### config.mk
export PLATFORM = sky130hd
export DESIGN_NAME = usbd_ctl_irq_reg
export DESIGN_NICKNAME = d
export VERILOG_FILES = /design/src/rtl/usbd_ctl_pkg.sv /design/src/rtl/usbd_evt_flag.sv /design/src/rtl/usbd_irq_combine.sv /design/src/rtl/usbd_ctl_irq_reg.sv
export SDC_FILE = /design/constraint.sdc
export NUM_CORES = 1
export LEC_CHECK = 0
export BUFFER_PORTS_ARGS = -buffer_cell sky130_fd_sc_hd__buf_4
export CORE_MARGIN = 1
export CORE_UTILIZATION = 33
export CTS_CLUSTER_DIAMETER = 50
export DETAILED_ROUTE_END_ITERATION = 6
export MAX_ROUTING_LAYER = met4
export PLACE_DENSITY = 0.91
export SETUP_SLACK_MARGIN = 0.2
export SYNTH_ARGS = -nofsm -noshare
export SYNTH_HDL_FRONTEND = slang
export SYNTH_SLANG_ARGS = --single-unit
### constraint.sdc
create_clock -name clk -period 2.3 [get_ports clk]
set_input_delay 0.46 -clock clk [delete_from_list [all_inputs] [get_ports clk]]
set_output_delay 0.46 -clock clk [all_outputs]
set_load 0.01 [all_outputs]
### src/rtl/usbd_ctl_pkg.sv
package usbd_ctl_pkg;
  localparam int BIT_EN     = 0;
  localparam int BIT_ACT    = 1;
  localparam int BIT_WAKE   = 2;
  localparam int BIT_RESF   = 3;
  localparam int BIT_SUSF   = 4;
  localparam int BIT_SRMSK  = 5;
  localparam int BIT_RSTF   = 6;
  localparam int BIT_RSTMSK = 7;
  localparam int USED_W     = 8;
  localparam int NUM_EVT    = 3;

  typedef enum logic [1:0] {
    EVT_RESUME  = 2'd0,
    EVT_SUSPEND = 2'd1,
    EVT_HRESET  = 2'd2
  } evt_idx_e;

  function automatic int evt_bit(input int idx);
    case (idx)
      0:       return BIT_RESF;
      1:       return BIT_SUSF;
      default: return BIT_RSTF;
    endcase
  endfunction
endpackage

### src/rtl/usbd_evt_flag.sv
module usbd_evt_flag (
  input  logic clk,
  input  logic rst,
  input  logic set_i,
  input  logic clr_i,
  output logic flag_d_o,
  output logic flag_q_o
);
  // a set in the same cycle as a clear wins
  assign flag_d_o = set_i | (flag_q_o & ~clr_i);

  always_ff @(posedge clk) begin
    if (rst) flag_q_o <= 1'b0;
    else     flag_q_o <= flag_d_o;
  end
endmodule

### src/rtl/usbd_irq_combine.sv
module usbd_irq_combine (
  input  logic hreset_flag_i,
  input  logic hreset_mask_i,
  input  logic suspend_flag_i,
  input  logic resume_flag_i,
  input  logic susres_mask_i,
  output logic irq_d_o
);
  logic hreset_req;
  logic susres_req;

  always_comb begin
    hreset_req = hreset_flag_i & ~hreset_mask_i;
    susres_req = (suspend_flag_i | resume_flag_i) & ~susres_mask_i;
    irq_d_o    = hreset_req | susres_req;
  end
endmodule

### src/rtl/usbd_ctl_irq_reg.sv
module usbd_ctl_irq_reg #(
  parameter int DATA_W = 32
) (
  input  logic              clk,
  input  logic              rst,
  input  logic              wr_en_i,
  input  logic [DATA_W-1:0] wr_data_i,
  output logic [DATA_W-1:0] rd_data_o,
  input  logic              evt_reset_i,
  input  logic              evt_suspend_i,
  input  logic              evt_resume_i,
  input  logic              active_i,
  output logic              xcvr_en_o,
  output logic              force_resume_o,
  output logic              irq_o
);
  import usbd_ctl_pkg::*;

  localparam int RSVD_W = DATA_W - USED_W;

  logic [NUM_EVT-1:0] evt_in;
  logic [NUM_EVT-1:0] flag_d;
  logic [NUM_EVT-1:0] flag_q;
  logic               en_q;
  logic               active_q;
  logic               srmsk_q;
  logic               rstmsk_q;
  logic               srmsk_d;
  logic               rstmsk_d;
  logic               wake_q;
  logic               irq_d;

  assign evt_in[EVT_RESUME]  = evt_resume_i;
  assign evt_in[EVT_SUSPEND] = evt_suspend_i;
  assign evt_in[EVT_HRESET]  = evt_reset_i;

  for (genvar g = 0; g < NUM_EVT; g++) begin : g_flag
    localparam int POS = evt_bit(g);
    usbd_evt_flag u_flag (
      .clk      (clk),
      .rst      (rst),
      .set_i    (evt_in[g]),
      .clr_i    (wr_en_i & wr_data_i[POS]),
      .flag_d_o (flag_d[g]),
      .flag_q_o (flag_q[g])
    );
  end

  assign srmsk_d  = wr_en_i ? wr_data_i[BIT_SRMSK]  : srmsk_q;
  assign rstmsk_d = wr_en_i ? wr_data_i[BIT_RSTMSK] : rstmsk_q;

  always_ff @(posedge clk) begin
    if (rst) begin
      en_q     <= 1'b0;
      srmsk_q  <= 1'b1;
      rstmsk_q <= 1'b1;
      active_q <= 1'b0;
      wake_q   <= 1'b0;
    end else begin
      if (wr_en_i) en_q <= wr_data_i[BIT_EN];
      srmsk_q  <= srmsk_d;
      rstmsk_q <= rstmsk_d;
      active_q <= active_i;
      wake_q   <= wr_en_i & wr_data_i[BIT_WAKE];
    end
  end

  // interrupt is computed from next-state values so it lines up with the flags
  usbd_irq_combine u_irq (
    .hreset_flag_i  (flag_d[EVT_HRESET]),
    .hreset_mask_i  (rstmsk_d),
    .suspend_flag_i (flag_d[EVT_SUSPEND]),
    .resume_flag_i  (flag_d[EVT_RESUME]),
    .susres_mask_i  (srmsk_d),
    .irq_d_o        (irq_d)
  );

  always_ff @(posedge clk) begin
    if (rst) irq_o <= 1'b0;
    else     irq_o <= irq_d;
  end

  always_comb begin
    rd_data_o             = '0;
    rd_data_o[BIT_EN]     = en_q;
    rd_data_o[BIT_ACT]    = active_q;
    rd_data_o[BIT_WAKE]   = 1'b0;
    rd_data_o[BIT_RESF]   = flag_q[EVT_RESUME];
    rd_data_o[BIT_SUSF]   = flag_q[EVT_SUSPEND];
    rd_data_o[BIT_SRMSK]  = srmsk_q;
    rd_data_o[BIT_RSTF]   = flag_q[EVT_HRESET];
    rd_data_o[BIT_RSTMSK] = rstmsk_q;
    if (RSVD_W > 0) rd_data_o[DATA_W-1:USED_W] = '0;
  end

  assign xcvr_en_o      = en_q;
  assign force_resume_o = wake_q;
endmodule

; After elaboration in Yosys (flattened, before gate mapping)
; Cells that the tools add are included.
; Widths: inputs -> output; s select.
[word_totals]
register_bits = 9
latch_bits = 0
mem_bits_rw = 0
romBits = 0
input_bits = 39
out_inout_bits = 35
word_cells = 30
n_memories = 0
[classes]
add_sub_neg = 0
mul = 0
div_mod_pow = 0
order_cmp = 0
eq_ne = 0
shifts = 0
n_mux = 2
bitwise = 19
reduce_logical = 0
[op_table]
columns = cell, n
row1 = $and 1x1->1, 9
row2 = $not 1->1, 5
row3 = $or 1x1->1, 5
row4 = $mux 1, 2

; Logic depth before layout (Yosys ltp)
; Gate-level depths: netlist of run 1.
[depth]
ltp_word = 7
ltp_mapped = 4
ltp_nobuf = 3

; Cells and area by module
; Synthesis of run 1 repeated with hierarchy kept, for this count alone.
[hier_totals]
cells_unflattened = 68
hier_area_um2 = 615.6
[modules_own_cells]
columns = module, n_inst, cells_each, area_per_inst_um2, seq_area_each_um2
row1 = usbd_ctl_irq_reg, 1, 50, 451.7, 120.1
row2 = usbd_evt_flag, 3, 5, 50.0, 20.0
row3 = usbd_irq_combine, 1, 3, 13.8, 0.0

; Least setup slack after synthesis of run 1
; No wires, ideal clock.
[synth_timing]
path_kind = input -> register
start = input wr_en_i
end = register irq_o
setup_ps = 131
t_arrival_ps = 1048
t_required_ps = 2169
slack_ps = 1120
stages = 4
path_buffers = 1
cell_sequence = buf_6 -> nand2_4 -> a2111oi_4 -> o22ai_1
[synth_via]
elab_chain_cells = 7
elab_cells_between_ends = 20
cone_classes = mux: 2 / bitwise: 18
[synth_lines]
columns = item, line
row1 = from (decl), usbd_ctl_irq_reg.sv:6  ; input logic wr_en_i,
row2 = $and 1x1->1, usbd_ctl_irq_reg.sv:43  ; .clr_i (wr_en_i & wr_data_i[POS]),
row3 = $not 1->1, usbd_evt_flag.sv:10  ; assign flag_d_o = set_i | (flag_q_o & ~clr_i);
row4 = $and 1x1->1, usbd_evt_flag.sv:10
row5 = $or 1x1->1, usbd_evt_flag.sv:10
row6 = $or 1x1->1, usbd_irq_combine.sv:14  ; susres_req = (suspend_flag_i | resume_flag_i) & ~susres_mask_i;
row7 = $and 1x1->1, usbd_irq_combine.sv:14
row8 = $or 1x1->1 *, usbd_irq_combine.sv:15  ; irq_d_o = hreset_req | susres_req;
row9 = to (signal assigned), usbd_ctl_irq_reg.sv:80  ; else irq_o <= irq_d;
row10 = to (decl), usbd_ctl_irq_reg.sv:15  ; output logic irq_o
; Every way passes the cells marked *; elsewhere a longest branch is shown, timed or not.
; A chain may end at the register's enable or synchronous reset.

; Worst setup path in the final report of run 1
[layout_timing]
start = register g_flag[0].u_flag.flag_q_o
end = output rd_data_o[3]
[layout_lines]
columns = item, line
row1 = from (decl), usbd_evt_flag.sv:7  ; output logic flag_q_o
row2 = from (signal assigned), usbd_evt_flag.sv:14  ; else flag_q_o <= flag_d_o;
row3 = to (decl), usbd_ctl_irq_reg.sv:8  ; output logic [DATA_W-1:0] rd_data_o,
; No word-level cell between the ends.

==> impl_metrics.py, run 1 <==
metrics = {
    "yosys": {
        "synth_cells": 62,
        "yosysSeqAreaShare": 0.3097,
        "synth_area_leaders": "sky130_fd_sc_hd__buf_4 (41%), sky130_fd_sc_hd__dfxtp_1 (31%), sky130_fd_sc_hd__a2111oi_4 (4.7%)",
        "synth_top_family_by_area": "buffers and inverters",
        "post_synth_mux_area_share": 0.01720,
        "post_synth_top_area_share": 0.4129,
        "netlist_area_sq_um": 581.8,
        "synth.largest_area_cell": "sky130_fd_sc_hd__buf_4",
        "syn_avg_cell_area_sq_um": 9.384,
        "synth_warnings": 0,
        "post_synthesis_share_of_cell_area_spent_on_full_adders_half_adders_and_majority_gates": 0,
        "yosys.area_share.xor_xnor": 0,
        "synth-compound-area-share": 0.1247,
        "yosysUniqueCellTypes": 16,
        "yosys.area_share.simple": 0.1097,
        "ys_ff_latch": 9,
    },
    "clock_network": {
        "clock_sinks": 9,
        "cts-root-buf": "sky130_fd_sc_hd__clkbuf_4",
        "cts.path.max_buffers": 2,
        "cts_repair_resize_count": 0,
        "number_of_h_tree_levels": 1,
        "clock_latency_ns": 0.25,
        "cts_hold_buf": 0,
        "postCtsSetupRepairBufs": 0,
        "cts_buffers": 3,
        "cts_tree": "built",
        "clk_transition_reported_paths_ns": 0.06,
    },
    "floorplanning": {
        "die_x_extent_um": 43.99,
        "dieHeight_um": 43.99,
        "die_area_sq_um": 1935,
        "row_count": 14,
        "io_pins": 74,
        "floorplan.core_area_sq_um": 1577,
        "initial_core_util": 0.3690,
    },
    "timing": {
        "min_period_over_period": 0.5498,
        "fin_worst_skew_ns": 0.003293,
        "hold_slack_ns": 0.4145,
        "hold_violations": 0,
        "timing.setup.tns_ns": 0,
        "slew_viol_final": 0,
        "layout_setup_ws_ns": 1.035,
        "grt_setup_unrepaired": "no",
        "final_period_minus_worst_setup_slack_ns": 1.265,
        "fmax_mhz": 790.8,
        "timing.final.setup_violations": 0,
    },
    "setup_path": {
        "cp-end-kind": "output port",
        "cp.buffers_inverters": 1,
        "crit_arrival_ns": 0.80,
        "worst-path-max-fanout": 3,
        "critical_path.startpoint_type": "flop",
        "worst_path_max_delay_cell": "sky130_fd_sc_hd__dfxtp_1",
        "worstPathRequired_ns": 1.84,
        "critical_path_class": "flop to output port",
        "max_stage_delay_ns": 0.40,
        "path_delay_family": "flip-flops",
        "timing.critical_path.cells": "buf_4",
    },
    "pwr": {
        "power_per_cell_area_nw_per_um2": 584.4,
        "total_leakage_power_nw": 0.3411,
        "vdd_drop_max_mv": 0.1682,
    },
    "global_routing": {
        "first_global_vias": 305,
        "gr-total-overflow": 0,
        "grt.total_usage": 0.09595,
        "grt_max_degree": 10,
        "number_of_antenna_violations_at_the_first_check_in_global_routing": 0,
        "grt_first_pass_wirelength_um": 1242,
    },
    "run_status": {
        "violations_in_the_final_reports": "DRC",
        "run_status": "finished with violations",
    },
    "detailed_routing": {
        "wl_per_cell_um": 8.917,
        "drtIter0Drc": 7,
        "detail_route.vias_per_cell": 3.740,
        "aggregate_routed_wire_length_um": 856,
        "drtAntennaViolNets": 0,
        "drt_pre_antenna_iters": 5,
        "drt_drc_violations_left": 5,
        "via_count": 359,
    },
    "final_layout": {
        "drive_above_1_share": 0.3750,
        "insertedDiodeCount": 0,
        "total_number_of_nets_in_the_final_design": 120,
        "finalCoreUtilization": 0.4056,
        "layout.cells.most_common_list": "sky130_fd_sc_hd__conb_1 (25), sky130_fd_sc_hd__buf_4 (23), sky130_fd_sc_hd__dfxtp_1 (9), sky130_fd_sc_hd__nor2_1 (5), sky130_fd_sc_hd__clkbuf_4 (3)",
        "areaGrowthSynthToFinish_pct": 9.892,
        "layout_commonest_cell": "sky130_fd_sc_hd__conb_1",
        "final.fill_count": 157,
    },
    "hold_path": {
        "worst_hold_path_type": "input port to flop",
    },
    "flow_run": {
        "maxCapViolCount": 0,
    },
    "placement": {
        "routabilityCongestion": 0.7169,
        "place.port_buffers": 23,
        "hpwlAfterDp_um": 746.2,
        "dp_worst_setup_slack_ns": 1.014,
    },
}
where the power goes:
part | switching (mW) | total (mW) | internal (mW)
Sequential | 0.00558 | 0.172 | 0.167
Combinational | 0.0459 | 0.0850 | 0.0391
Clock | 0.0496 | 0.116 | 0.0665
Total | 0.101 | 0.374 | 0.272
layer usage:
layer | share of wire | GRT usage
met1 | 0.30 | 0.07828
met5 | 0 | -
met3 | 0.12 | 0.02917
met4 | 0 | 0.07273
met2 | 0.57 | 0.1761
through the flow:
step / power, mW / cells / area, sq um
after floorplan: 0.2629 / 86 / 671.9
after global placement: 0.2577 / 92 / 613.1
after detailed placement: 0.2609 / 92 / 613.1
after CTS: 0.3812 / 96 / 639.4
after global routing: 0.3978 / 96 / 639.4
final: 0.3736 / 96 / 639.4
kinds of logic (layout without fill, tap and decap cells):
family / count (synthesis) / count (layout)
AOI/OAI and AO/OA: 7 / 7
muxes: 1 / 1
and+or+nand+nor: 11 / 11
other: 1 / 25
buffers and inverters: 33 / 27
DFF: 9 / 9
worst register-to-register path, delay by kind of cell (launching register included):
kind	cells	cell delay (ns)
AOI/OAI and AO/OA	3	0.60
DFF	1	0.31
worst paths after layout:
path / startpoint / endpoint / slack, ns / depth (start not counted)
worst min register to register: xcvr_en_o$_SDFFE_PP0P_ / xcvr_en_o$_SDFFE_PP0P_ / 0.54 / 2
worst max-delay path: g_flag[0].u_flag.flag_q_o$_SDFF_PP0_ / rd_data_o[3] / 1.04 / 1
worst max register to register: g_flag[1].u_flag.flag_q_o$_SDFF_PP0_ / irq_o$_SDFF_PP0_ / 1.27 / 3
worst min-delay path: active_i / active_q$_SDFF_PP0_ / 0.41 / 2
synthesized netlist by cell type:
cell type / instances
sky130_fd_sc_hd__o22ai_1: 1
sky130_fd_sc_hd__buf_4: 32
sky130_fd_sc_hd__nor2b_1: 2
sky130_fd_sc_hd__buf_6: 1
sky130_fd_sc_hd__nor2_1: 5
sky130_fd_sc_hd__mux2i_1: 1
sky130_fd_sc_hd__a21oi_1: 2
sky130_fd_sc_hd__dfxtp_1: 9
sky130_fd_sc_hd__a2111oi_4: 1
sky130_fd_sc_hd__and3b_1: 1
sky130_fd_sc_hd__nor2b_2: 1
sky130_fd_sc_hd__nand2_1: 1
sky130_fd_sc_hd__a211o_1: 2
sky130_fd_sc_hd__conb_1: 1
sky130_fd_sc_hd__nand2_4: 1
sky130_fd_sc_hd__a21boi_2: 1
layout make-up:
| cell class | count | area (sq um) | share of cell area |
|---|---|---|---|
| Sequential cell | 9 | 180.2 | 0.2818 |
| Timing Repair Buffer | 23 | 172.7 | 0.2701 |
| Multi-Input combinational cell | 44 | 240.2 | 0.3757 |
| Tap cell | 16 | 20.02 | 0.03131 |
| Clock buffer | 4 | 26.28 | 0.04110 |
flip-flops by register name (all words and copies together) (netlist names):
name / flops
g_flag.u_flag.flag_q_o: 3
active_q: 1
force_resume_o: 1
irq_o: 1
rstmsk_q: 1
srmsk_q: 1
xcvr_en_o: 1
No activity file was read; power rests on OpenSTA's default activity.
==> run 2, diff against run 1 <==
--- a/config.mk
+++ b/config.mk
@@ -7,11 +7,11 @@
 export LEC_CHECK = 0
 export BUFFER_PORTS_ARGS = -buffer_cell sky130_fd_sc_hd__buf_4
 export CORE_MARGIN = 1
-export CORE_UTILIZATION = 33
+export CORE_UTILIZATION = 31
 export CTS_CLUSTER_DIAMETER = 50
 export DETAILED_ROUTE_END_ITERATION = 6
 export MAX_ROUTING_LAYER = met4
-export PLACE_DENSITY = 0.91
+export PLACE_DENSITY = 0.86
 export SETUP_SLACK_MARGIN = 0.2
 export SYNTH_ARGS = -nofsm -noshare
 export SYNTH_HDL_FRONTEND = slang
==> constraint.sdc (replaced) <==
create_clock -name clk -period 1.25 [get_ports clk]
set_input_delay 0.25 -clock clk [delete_from_list [all_inputs] [get_ports clk]]
set_output_delay 0.25 -clock clk [all_outputs]
set_load 0.01 [all_outputs]
==> run 2 against run 1 <==
Against the previous run:
- the run now ends clean
- critical path depth unchanged
- via count decreased by 1.4%
- global-route usage decreased by 0.90 points
- setup slack got worse by 0.78 ns
- critical endpoint unchanged
==> impl_metrics.py, run 2 (synthesized netlist as in run 1, its figures left out) <==
metrics = {
    "hold_path": {
        "cells_on_worst_hold_path": 2,
        "hold-path-endpoint": "active_q$_SDFF_PP0_",
        "worst_hold_path_type": "input port to flop",
        "hp-start": "active_i",
    },
    "clock_network": {
        "postCtsSetupRepairBufs": 0,
        "clock_latency_ns": 0.26,
        "clk_transition_reported_paths_ns": 0.06,
        "clock_sinks": 9,
        "cts.path.max_buffers": 2,
        "cts_tree": "built",
        "cts_hold_buf": 0,
        "cts-root-buf": "sky130_fd_sc_hd__clkbuf_4",
        "cts_buffers": 3,
        "number_of_h_tree_levels": 1,
    },
    "floorplanning": {
        "floorplan.core_area_sq_um": 1745,
        "io_pins": 74,
        "initial_core_util": 0.3333,
        "die_area_sq_um": 2054,
        "row_count": 15,
        "die_x_extent_um": 45.32,
        "dieHeight_um": 45.32,
    },
    "timing": {
        "min_period_over_period": 0.7920,
        "fin_worst_skew_ns": 0.003571,
        "timing.setup.tns_ns": 0,
        "hold_slack_ns": 0.2045,
        "fmax_mhz": 1010,
        "layout_setup_ws_ns": 0.2601,
        "slew_viol_final": 0,
        "hold_violations": 0,
        "final_period_minus_worst_setup_slack_ns": 0.9899,
        "timing.final.setup_violations": 0,
        "grt_setup_unrepaired": "no",
    },
    "placement": {
        "routabilityCongestion": 0.7119,
        "dp_worst_setup_slack_ns": 0.1639,
        "dpl_cell_area_sq_um": 624.3,
        "place.port_buffers": 23,
        "hpwlAfterDp_um": 696,
    },
    "final_layout": {
        "finish.instance_area_sq_um": 651.9,
        "final.fill_count": 187,
        "multiInputGateArea_sq_um": 240.2,
        "areaGrowthSynthToFinish_pct": 12.04,
        "register_containing_the_most_flip_flops_in_the_final_layout": "g_flag.u_flag.flag_q_o",
        "layout_commonest_cell": "sky130_fd_sc_hd__conb_1",
        "drive_above_1_share": 0.3875,
        "largest_reg_flops": 3,
        "layout.area.seq_sq_um": 181.4,
        "insertedDiodeCount": 0,
        "layout.cells.most_common_list": "sky130_fd_sc_hd__conb_1 (25), sky130_fd_sc_hd__buf_4 (23), sky130_fd_sc_hd__dfxtp_1 (8), sky130_fd_sc_hd__nor2_1 (5), sky130_fd_sc_hd__clkbuf_4 (3)",
        "total_number_of_nets_in_the_final_design": 120,
    },
    "setup_path": {
        "timing.critical_path.cells": "buf_4",
        "critical_path.startpoint_type": "flop",
        "reg2reg_depth": 3,
        "reg2reg_start": "rstmsk_q$_SDFF_PP1_",
        "crit_arrival_ns": 0.74,
        "cp.buffers_inverters": 1,
        "worstPathRequired_ns": 1.00,
        "worst_path_max_delay_cell": "sky130_fd_sc_hd__dfxtp_2",
        "critical_path_class": "flop to output port",
        "worst-path-max-fanout": 3,
        "path_delay_family": "flip-flops",
        "r2r_slack_ns": 0.32,
        "cp-end-kind": "output port",
        "max_stage_delay_ns": 0.36,
        "regToRegEndpoint": "irq_o$_SDFF_PP0_",
    },
    "global_routing": {
        "grt_first_pass_wirelength_um": 1104,
        "first_global_vias": 268,
        "gr-total-overflow": 0,
        "grt_max_degree": 10,
        "number_of_antenna_violations_at_the_first_check_in_global_routing": 0,
        "grt.total_usage": 0.08696,
    },
    "detailed_routing": {
        "aggregate_routed_wire_length_um": 827,
        "drtAntennaViolNets": 0,
        "wl_per_cell_um": 7.876,
        "drt_drc_violations_left": 0,
        "via_count": 354,
        "detail_route.vias_per_cell": 3.371,
        "drtIter0Drc": 7,
        "drt_pre_antenna_iters": 4,
    },
    "pwr": {
        "power_per_cell_area_nw_per_um2": 1058,
        "vdd_drop_max_mv": 0.7010,
        "total_leakage_power_nw": 0.3414,
        "total_power_mw": 0.6898,
    },
    "flow_run": {
        "maxCapViolCount": 0,
    },
    "run_status": {
        "run_status": "complete, no violations",
    },
}
run 2: worst max path at each step:
stage | from | to | slack [ns] | cells after the start
after floorplan | g_flag[1].u_flag.flag_q_o$_SDFF_PP0_ | irq_o$_SDFF_PP0_ | 0.27 | 3
after global placement | wr_en_i | irq_o$_SDFF_PP0_ | 0.18 | 4
after detailed placement | wr_en_i | irq_o$_SDFF_PP0_ | 0.16 | 4
after CTS | g_flag[1].u_flag.flag_q_o$_SDFF_PP0_ | irq_o$_SDFF_PP0_ | 0.22 | 3
after global routing | xcvr_en_o$_SDFFE_PP0P_ | rd_data_o[0] | 0.20 | 1
final | g_flag[0].u_flag.flag_q_o$_SDFF_PP0_ | rd_data_o[3] | 0.26 | 1
run 2: per-layer routing:
metal / global-route usage / routed length, um / up-vias
li1: - / - / 177
met5: - / 0 / -
met2: 0.1333 / 433 / 26
met3: 0.07200 / 103 / 0
met1: 0.07748 / 290 / 151
met4: 0.03636 / 0 / 0
run 2: repair_timing:
action	in CTS	in global routing
gates resized for setup	1	0
pin swaps	1	1
endpoints found under the setup margin	2	1
gates cloned	0	0
run 2: cell type report:
type,count,share of cell area
flip-flops and latches,9,0.2783
repair buffers,23,0.2649
clock buffers,4,0.04031
multi-input cells,44,0.3685
well taps,25,0.04798
run 2: stage by stage:
step / util / std cells
2_1_floorplan: - / 86
3_3_place_gp: 0.3577 / 101
3_5_place_dp: 0.3577 / 101
4_1_cts: 0.3735 / 105
5_1_grt: 0.3735 / 105
6_report: 0.3735 / 105
run 2: where the power goes:
group | switching, mW | internal, mW
clock | 0.0945 | 0.123
sequential | 0.00962 | 0.307
combinational | 0.0836 | 0.0721
total | 0.188 | 0.502
run 2: worst register-to-register path: cells and delay by family (launching register included):
family / cells / cell delay, ns
and+or+nand+nor: 1 / 0.14
AOI/OAI and AO/OA: 2 / 0.42
DFF: 1 / 0.30
==> run 3, diff against run 2 <==
--- a/config.mk
+++ b/config.mk
@@ -5,6 +5,7 @@
 export SDC_FILE = /design/constraint.sdc
 export NUM_CORES = 1
 export LEC_CHECK = 0
+export ABC_AREA = 1
 export BUFFER_PORTS_ARGS = -buffer_cell sky130_fd_sc_hd__buf_4
 export CORE_MARGIN = 1
 export CORE_UTILIZATION = 31
==> constraint.sdc (replaced) <==
create_clock -name clk -period 1 [get_ports clk]
set_input_delay 0.2 -clock clk [delete_from_list [all_inputs] [get_ports clk]]
set_output_delay 0.2 -clock clk [all_outputs]
set_load 0.01 [all_outputs]
==> run 3 against run 2 <==
Against the previous run:
- non-clock buffer count is 3 higher
- critical endpoint is now rd_data_o[0]
- largest power group unchanged
- via count is 18% higher
- count of clock-buffer cells in the layout stayed put
==> impl_metrics.py, run 3 <==
metrics = {
    "run_status": {
        "run_status": "complete, no violations",
    },
    "setup_path": {
        "reg2reg_depth": 5,
        "max_stage_delay_ns": 0.35,
        "crit_arrival_ns": 0.71,
        "worstPathRequired_ns": 0.80,
        "worst_path_max_delay_cell": "sky130_fd_sc_hd__dfxtp_2",
        "r2r_slack_ns": 0.18,
        "cp.buffers_inverters": 1,
        "path_delay_family": "flip-flops",
        "timing.critical_path.cells": "buf_6",
        "worstSetupPathDepth": 1,
        "cp-end-kind": "output port",
        "timing.critical_path.from": "xcvr_en_o$_SDFFE_PP0P_",
        "critical_path_class": "flop to output port",
        "timing.critical_path.to": "rd_data_o[0]",
        "worst-path-max-fanout": 3,
        "reg2reg_start": "g_flag[1].u_flag.flag_q_o$_SDFF_PP0_",
        "critical_path.startpoint_type": "flop",
        "regToRegEndpoint": "irq_o$_SDFF_PP0_",
    },
    "yosys": {
        "synth-compound-area-share": 0.06737,
        "post_synth_mux_area_share": 0.01684,
        "netlist_area_sq_um": 594.3,
        "post_synth_top_area_share": 0.4042,
        "syn_avg_cell_area_sq_um": 7.924,
        "yosys.area_share.simple": 0.1368,
        "synth.largest_area_cell": "sky130_fd_sc_hd__buf_4",
        "netlist_top_cells_count": "sky130_fd_sc_hd__buf_4 (32), sky130_fd_sc_hd__nand2_1 (10), sky130_fd_sc_hd__dfxtp_1 (9), sky130_fd_sc_hd__inv_1 (6), sky130_fd_sc_hd__nor2_1 (5)",
        "ys_ff_latch": 9,
        "synth_most_common_cell": "sky130_fd_sc_hd__buf_4",
        "ys_dominant_reg_cell": "sky130_fd_sc_hd__dfxtp_1",
        "edff_count_synth": 0,
        "yosys.area_share.xor_xnor": 0,
        "synth_cells": 75,
        "synth_top_family_by_area": "buffers and inverters",
        "async_set_or_reset_flop_fraction_in_the_synthesized_netlist": 0,
        "synth_area_leaders": "sky130_fd_sc_hd__buf_4 (40%), sky130_fd_sc_hd__dfxtp_1 (30%), sky130_fd_sc_hd__nand2_1 (6.3%)",
        "yosysSeqAreaShare": 0.3032,
        "yosysUniqueCellTypes": 15,
        "synth_warnings": 0,
        "post_synthesis_share_of_cell_area_spent_on_full_adders_half_adders_and_majority_gates": 0,
    },
    "floorplanning": {
        "dieHeight_um": 45.79,
        "io_pins": 74,
        "initial_core_util": 0.3369,
        "floorplan.core_area_sq_um": 1764,
        "die_x_extent_um": 45.79,
        "row_count": 15,
        "die_area_sq_um": 2096,
    },
    "timing": {
        "final_period_minus_worst_setup_slack_ns": 0.9088,
        "min_period_over_period": 0.9088,
        "timing.setup.tns_ns": 0,
        "slew_viol_final": 0,
        "grt_setup_unrepaired": "yes",
        "timing.final.setup_violations": 0,
        "fin_worst_skew_ns": 0.006993,
        "fmax_mhz": 1100,
        "hold_violations": 0,
    },
    "detailed_routing": {
        "wl_per_cell_um": 8.225,
        "drt_drc_violations_left": 0,
        "via_count": 419,
        "drtAntennaViolNets": 0,
        "drtIter0Drc": 4,
        "drt_pre_antenna_iters": 2,
        "detail_route.vias_per_cell": 3.492,
        "aggregate_routed_wire_length_um": 987,
    },
    "placement": {
        "routabilityCongestion": 0.6619,
        "hpwlAfterDp_um": 811.3,
        "place.port_buffers": 23,
    },
    "pwr": {
        "p_int_mw": 0.6594,
        "vdd_drop_max_mv": 0.8001,
        "power_frac_comb": 0.263,
        "total_leakage_power_nw": 0.4051,
        "swShare": 0.2761,
        "power.share.clock": 0.292,
        "seqPwrFrac": 0.445,
        "power_per_cell_area_nw_per_um2": 1211,
        "p_sw_mw": 0.2515,
        "total_power_mw": 0.9109,
    },
    "clock_network": {
        "number_of_h_tree_levels": 1,
        "clk_transition_reported_paths_ns": 0.06,
        "clock_sinks": 9,
        "cts_tree": "built",
        "cts_buffers": 3,
        "cts.path.max_buffers": 2,
        "cts-root-buf": "sky130_fd_sc_hd__clkbuf_4",
        "clock_latency_ns": 0.25,
    },
    "final_layout": {
        "areaGrowthSynthToFinish_pct": 26.53,
        "layout_commonest_cell": "sky130_fd_sc_hd__conb_1",
        "insertedDiodeCount": 0,
        "largest_reg_flops": 3,
        "layout.cells.most_common_list": "sky130_fd_sc_hd__conb_1 (25), sky130_fd_sc_hd__buf_4 (14), sky130_fd_sc_hd__buf_6 (12), sky130_fd_sc_hd__nand2_1 (8), sky130_fd_sc_hd__dfxtp_2 (8)",
        "drive_above_1_share": 0.4842,
        "total_number_of_nets_in_the_final_design": 135,
        "register_containing_the_most_flip_flops_in_the_final_layout": "g_flag.u_flag.flag_q_o",
    },
    "hold_path": {
        "worst_hold_path_type": "input port to flop",
        "cells_on_worst_hold_path": 3,
    },
    "global_routing": {
        "number_of_antenna_violations_at_the_first_check_in_global_routing": 0,
        "first_global_vias": 357,
        "grt.total_usage": 0.1094,
        "grt_max_degree": 10,
        "grt_first_pass_wirelength_um": 1449,
        "gr-total-overflow": 0,
    },
    "flow_run": {
        "maxCapViolCount": 0,
    },
}
run 3: cell types whose count changed after synthesis, sizes merged:
cell     delta
nand2      +10
a2111oi     -1
a21boi      -1
nor2b       -3
nor2        +2
o22ai       -1
a211o       -2
buf         +1
a21oi       +1
o21ai       +2
and3b       -1
inv         +6
run 3: how the worst min path moves through the flow:
stage	startpoint	to	slack, ns
floorplan	active_i	active_q$_SDFF_PP0_	0.31
global placement	active_i	active_q$_SDFF_PP0_	0.41
detailed placement	evt_suspend_i	g_flag[1].u_flag.flag_q_o$_SDFF_PP0_	0.42
CTS	evt_suspend_i	g_flag[1].u_flag.flag_q_o$_SDFF_PP0_	0.15
global route	wr_data_i[2]	force_resume_o$_SDFF_PP0_	0.15
finish	active_i	active_q$_SDFF_PP0_	0.17
run 3: repair_timing:
action | CTS | global route
gates cloned | 0 | 0
endpoints found under the setup margin | 11 | 11
hold buffers | 0 | 0
gates resized for setup | 19 | 5
buffers inserted | 3 | 0
pin swaps | 4 | 1
run 3: cells by family (layout without fill, tap and decap cells):
logic type,after synthesis,count (layout)
mux,1,1
other cells,1,25
flops,9,9
compound gates,5,5
buf+inv,40,36
simple gates,19,19
run 3: per-stage QoR:
step / utilization / hold WS (ns) / instance area, sq um / setup slack (ns) / cells
2_1_floorplan: - / 0.3070 / 684.4 / 0.2778 / 99
3_3_place_gp: 0.3582 / 0.4080 / 631.9 / 0.1778 / 113
3_5_place_dp: 0.3582 / 0.4234 / 631.9 / 0.1642 / 113
4_1_cts: 0.4156 / 0.1545 / 733.2 / 0.07651 / 120
5_1_grt: 0.4262 / 0.1519 / 752.0 / 0.05121 / 120
6_report: 0.4262 / 0.1671 / 752.0 / 0.09116 / 120
run 3: layer usage:
layer	up-vias	wire length [um]	global-route usage
met2	30	608	0.2171
met5	-	0	-
met1	184	303	0.07933
li1	205	-	-
met3	0	75	0.05952
met4	0	0	0.03529
run 3: final cells by class:
cell class / count / area (sq um)
inverters: 6 / 22.52
flip-flops and latches: 9 / 190.2
clock buffers: 4 / 26.28
multi-input cells: 50 / 241.5
repair buffers: 26 / 240.2
well taps: 25 / 31.28
fillers: 199 / 1012
run 3: power by group through the flow:
stage / clock, mW / sequential [mW] / combinational [mW]
final: 0.266 / 0.405 / 0.240
after global routing: 0.309 / 0.407 / 0.265
after CTS: 0.280 / 0.405 / 0.231
after detailed placement: 0 / 0.405 / 0.198
after global placement: 0 / 0.404 / 0.191
after floorplan: 0 / 0.407 / 0.205
run 3: worst register-to-register path, delay by kind of cell, from the launching register on:
kind | cells | cell delay (ns)
AND/OR/NAND/NOR | 3 | 0.16
flip-flops | 1 | 0.32
buffers and inverters | 1 | 0.11
AO/OA/AOI/OAI | 1 | 0.12
